===== src/rtl/legacy_io_decode.sv =====
module legacy_io_decode #(
  parameter int SB_SIZE  = 16,
  parameter int FM_SIZE  = 4,
  parameter int MPU_SIZE = 2,
  parameter int JOY_SIZE = 1,
  parameter int FM_WAIT  = 3300000,
  localparam int OFF_W   = $clog2(SB_SIZE),
  localparam int CNT_W   = $clog2(FM_WAIT + 1)
) (
  input  logic             clk,
  input  logic             rst_n,
  input  logic             io_valid,
  input  logic [15:0]      io_addr,
  input  logic             lad,
  input  logic [3:0]       map_en,
  input  logic [15:0]      fm_base,
  input  logic [15:0]      sb_base,
  input  logic [15:0]      mpu_base,
  input  logic [15:0]      joy_base,
  output logic [3:0]       dev_sel,
  output logic [OFF_W-1:0] dev_off,
  output logic             claim,
  output logic             fm_busy
);

  logic [16:0] d_sb, d_fm, d_mpu, d_joy;
  logic        live, h_sb, h_fm, h_mpu, h_joy, sb_fwd;

  assign live  = io_valid & ~lad;
  assign d_sb  = {1'b0, io_addr} - {1'b0, sb_base};
  assign d_fm  = {1'b0, io_addr} - {1'b0, fm_base};
  assign d_mpu = {1'b0, io_addr} - {1'b0, mpu_base};
  assign d_joy = {1'b0, io_addr} - {1'b0, joy_base};

  assign h_sb  = live & map_en[0] & (d_sb  < 17'(SB_SIZE));
  assign h_fm  = live & map_en[1] & (d_fm  < 17'(FM_SIZE));
  assign h_joy = live & map_en[2] & (d_joy < 17'(JOY_SIZE));
  assign h_mpu = live & map_en[3] & (d_mpu < 17'(MPU_SIZE));

  assign sb_fwd = (d_sb < 17'd4) | (d_sb == 17'd8) | (d_sb == 17'd9);

  always_comb begin
    dev_sel = 4'b0000;
    dev_off = '0;
    if (h_sb) begin
      if (sb_fwd) begin
        dev_sel = 4'b0010;
        dev_off = OFF_W'(d_sb[1:0]);
      end else begin
        dev_sel = 4'b0001;
        dev_off = d_sb[OFF_W-1:0];
      end
    end else if (h_fm) begin
      dev_sel = 4'b0010;
      dev_off = d_fm[OFF_W-1:0];
    end else if (h_mpu) begin
      dev_sel = 4'b0100;
      dev_off = d_mpu[OFF_W-1:0];
    end else if (h_joy) begin
      dev_sel = 4'b1000;
      dev_off = d_joy[OFF_W-1:0];
    end
  end

  assign claim = |dev_sel;

  logic             fm_en_q;
  logic [CNT_W-1:0] wait_cnt;

  always_ff @(posedge clk) begin
    if (!rst_n) begin
      fm_en_q  <= 1'b1;
      wait_cnt <= '0;
    end else begin
      fm_en_q <= map_en[1];
      if (!map_en[1])
        wait_cnt <= '0;
      else if (!fm_en_q)
        wait_cnt <= CNT_W'(FM_WAIT);
      else if (wait_cnt != '0)
        wait_cnt <= wait_cnt - 1'b1;
    end
  end

  assign fm_busy = (wait_cnt != '0);

endmodule


===== config.mk =====
export PLATFORM = sky130hd
export DESIGN_NAME = legacy_io_decode
export DESIGN_NICKNAME = d
export VERILOG_FILES = /design/src/rtl/legacy_io_decode.sv
export SDC_FILE = /design/constraint.sdc
export NUM_CORES = 1
export LEC_CHECK = 0
export BUFFER_PORTS_ARGS = -buffer_cell sky130_fd_sc_hd__clkbuf_2
export CAP_MARGIN = 10
export CORE_UTILIZATION = 30
export CTS_CLUSTER_DIAMETER = 80
export DETAILED_ROUTE_END_ITERATION = 10
export SLEW_MARGIN = 20
export SYNTH_ARGS = -nofsm -noshare
export SYNTH_HDL_FRONTEND = slang
export SYNTH_SLANG_ARGS = --single-unit

===== constraint.sdc =====
create_clock -name clk -period 4.6 [get_ports clk]
set_input_delay 0.92 -clock clk [delete_from_list [all_inputs] [get_ports clk]]
set_output_delay 0.92 -clock clk [all_outputs]
set_load 0.02 [all_outputs]

==> results_tabular.tex <==
\begin{tabular}{lr}
\hline
Metric & Value \\
\hline
\multicolumn{2}{l}{\textbf{Status}} \\
\quad Status & finished, violations left \\
\quad Violated checks & negative setup slack \\
\multicolumn{2}{l}{\textbf{Setup path}} \\
\quad Startpoint type of the worst setup path & input pin \\
\quad Worst setup path category & in -> out \\
\quad Critical Path AT & 4.05 ns \\
\quad Worst setup startpoint & io\_addr[0] \\
\quad RR Startpoint & wait\_cnt[0] \\
\quad Worst setup EP type & primary output \\
\quad Critical path fanouts, max & 3 \\
\quad Required time worst endpoint & 3.68 ns \\
\multicolumn{2}{l}{\textbf{Die}} \\
\quad Die Area & 16200 um2 \\
\quad Site Rows & 45 \\
\quad Die Y-Extent & 127 um \\
\quad Initial core utilization & 0.308 \\
\quad Die Wd & 127 um \\
\quad Placeable core region & 15300 um2 \\
\quad Ports placed on the boundary & 98 \\
\multicolumn{2}{l}{\textbf{STA}} \\
\quad Number of setup violations in the final report & 9 \\
\quad Worst Skew & 0.00494 ns \\
\quad Min Clock Period, post-route & 4.97 ns \\
\quad Unrepaired setup endpoints after global routing & yes \\
\quad Worst hold slack across all endpoints & 0.459 ns \\
\quad Final clock period utilization by the worst path & 1.08 \\
\quad Final count of pins violating max slew & 0 \\
\quad Relative slew slack & 0.603 \\
\quad Least setup slack across all paths after layout & -0.373 ns \\
\quad Maximum clock frequency & 0.201 GHz \\
\quad Number of failing hold endpoints at the final stage & 0 \\
\quad Transition time at the pin with the least slew margin & 0.594 ns \\
\multicolumn{2}{l}{\textbf{Yosys}} \\
\quad Number of nets produced by synthesis & 825 \\
\quad Cell count after synthesis & 668 \\
\quad Post-synth cell types & 71 \\
\quad Area share of the largest cell type after synthesis & 0.173 \\
\quad Count of flip-flops with a built-in enable after synthesis & 0 \\
\quad Async set-reset flop share out of synthesis & 0 \\
\quad Yosys warnings & 0 \\
\quad Seq/Total Area, Yosys & 0.0980 \\
\quad Top post-synthesis cells by area & ha\_1, dfxtp\_1, inv\_1 \\
\quad Synthesized cell area & 4700 um2 \\
\quad Synth Flop Type & dfxtp\_1 \\
\quad Largest area contributor in the netlist & ha\_1 \\
\quad Most instantiated library cell after synthesis & inv\_1 \\
\quad Number of register bits inferred by synthesis & 23 \\
\quad List of most frequent post-synthesis cells & inv\_1, ha\_1, a21oi\_1, nor2\_1, o21ai\_0 \\
\quad Post-synthesis area per instance & 7.03 um2 \\
\multicolumn{2}{l}{\textbf{Clocking}} \\
\quad Num CTS Buffers & 3 \\
\quad Clock transition at the registers of the reported paths & 0.06 ns \\
\quad Clock root buffer & clkbuf\_16 \\
\quad Insertion delay to the later sink of the worst-skew pair & 0.26 ns \\
\quad Htree depth & 1 \\
\quad Maximum buffer depth of the clock tree & 2 \\
\quad Clock sink count & 23 \\
\quad TritonCTS clock tree & built \\
\multicolumn{2}{l}{\textbf{Route}} \\
\quad WL per Instance & 14.0 um \\
\quad Post-DR vias/cell & 5.07 \\
\quad Drt drc & 0 \\
\quad TritonRoute pass-1 iters & 5 \\
\quad Vias & 5574 \\
\quad First-iteration detailed-routing DRC count & 274 \\
\quad Number of nets still failing antenna checks after routing & 0 \\
\quad Total wirelength of the detailed-routed design & 15400 um \\
\multicolumn{2}{l}{\textbf{Flow run}} \\
\quad Max-capacitance violation count & 0 \\
\multicolumn{2}{l}{\textbf{Power and ir drop}} \\
\quad Pwr/cell area & 214 nW/um2 \\
\quad Worst vdd rail ir drop & 0.146 mV \\
\quad Leakage component of the power & 0.00337 uW \\
\quad Overall power of the completed layout & 1470 uW \\
\multicolumn{2}{l}{\textbf{GRT}} \\
\quad Maximum number of pins on one net before global-route repair & 15 \\
\quad Total global routing overflow & 0 \\
\quad Global-route usage over all layers & 0.186 \\
\quad Number of antenna violations at the first check in global routing & 0 \\
\quad Vias in the first global route & 5173 \\
\quad Wire length of the first global-routing pass & 24400 um \\
\multicolumn{2}{l}{\textbf{Cells and area}} \\
\quad Non-Filler Cell Area, Final & 6890 um2 \\
\quad Total inserted antenna cells & 0 \\
\quad Fin cells & 1100 \\
\quad Nets@finish & 1047 \\
\quad Utilization after layout & 0.451 \\
\quad Area added between synthesis and finish & 46.6\% \\
\quad Fraction of layout instances using a drive strength above 1 & 0.339 \\
\multicolumn{2}{l}{\textbf{Placed design}} \\
\quad Count of input and output buffers & 97 \\
\quad Number of placed instances, taps included & 1087 \\
\quad Final weighted congestion in routability-driven placement & 0.936 \\
\quad Area of placed instances & 6340 um2 \\
\quad Half-perimeter wire length of the detailed placement result & 12800 um \\
\multicolumn{2}{l}{\textbf{Worst hold path}} \\
\quad Worst hold path class & reg -> reg \\
\quad Hold path startpoint & wait\_cnt[10] \\
\hline
\end{tabular}
==> worst paths after layout <==
check                                     to  cells past startpoint  slack (ns)
worst min-delay path            wait_cnt[10]                      2        0.46
worst max-delay path              dev_off[0]                     15       -0.37
worst min register to register  wait_cnt[10]                      2        0.46
worst max register to register  wait_cnt[19]                     10        1.83
==> routing by layer <==
metal / global-route usage / up-vias / part of all wire
met5: 0 / - / 0
li1: - / 2867 / -
met4: 0.0434 / 0 / 0.025
met1: 0.256 / 2530 / 0.48
met3: 0.0193 / 27 / 0.052
met2: 0.311 / 150 / 0.44
==> repair_timing <==
action,4_1_cts,5_1_grt
gates resized for setup,50,48
setup buffers,4,7
hold buffers,0,0
endpoints found under the setup margin,9,9
pin swaps,30,30
cloned,0,0
==> layout by cell type, fill, tap and decap left out, types with 4 or more instances in the layout <==
master     count
clkbuf_16      4
a211oi_1      11
o21a_1        15
o221ai_1       4
nand2b_1      15
dfxtp_1       23
a31oi_1       11
nor4_1         8
buf_6          7
mux2i_1        4
clkbuf_2      88
o21ai_0       29
nand3b_1       4
nand3_1       18
or3_1          5
or4_1          4
a21o_1        12
a21boi_0       6
o21ai_1        6
nand4_1        7
inv_1         93
ha_1          60
nor3_1        22
nor2b_1        9
buf_4        129
o2111ai_1      5
xnor2_1       19
ha_4           5
nand2_1       33
nor2_1        51
xor2_1        11
a21oi_1       61
==> cells by family after synthesis <==
group / share of synthesized area
AOI/OAI and AO/OA: 0.302
and+or+nand+nor: 0.231
buffers and inverters: 0.0935
adders and majority gates: 0.190
xor gates and xnor gates: 0.0597
DFF: 0.0980
muxes: 0.0256
==> stage by stage <==
stage	setup slack [ns]	TNS, ns
6_report	-0.373	-1.67
5_1_grt	-0.494	-2.99
4_1_cts	-0.376	-1.35
3_5_place_dp	-0.588	-2.59
3_3_place_gp	-0.562	-2.52
2_1_floorplan	-0.116	-0.116
==> registers in the layout, summed over array words and instances, names as in the netlist <==
signal,count
wait_cnt,22
fm_en_q,1
==> area by class of cell <==
cell class                      instances  area, um2
Fill cell                            1548       8370
Sequential cell                        23        460
Timing Repair Buffer                  231       1610
Clock buffer                            3       75.1
Inverter                               97        380
Clock inverter                          1       7.51
Multi-Input combinational cell        534       4090
Tap cell                              211        264
==> worst max-delay path, cell delays in order <==
cell       delay, ns
clkbuf_16       0.14
inv_16          0.05
ha_4            0.11
inv_2           0.03
fa_2            0.37
a21o_1          0.19
a311o_1         0.28
mux2_4          0.30
a31oi_1         0.12
and4_1          0.19
o2111ai_2       0.12
or4_4           0.45
or3_4           0.38
a22oi_2         0.20
clkbuf_8        0.19
==> report_power, final <==
part	switching [uW]	internal, uW	total (uW)
clock	73.5	118	191
combinational	528	487	1010
sequential	33.6	234	268
Power figures use the tool's default switching activity.
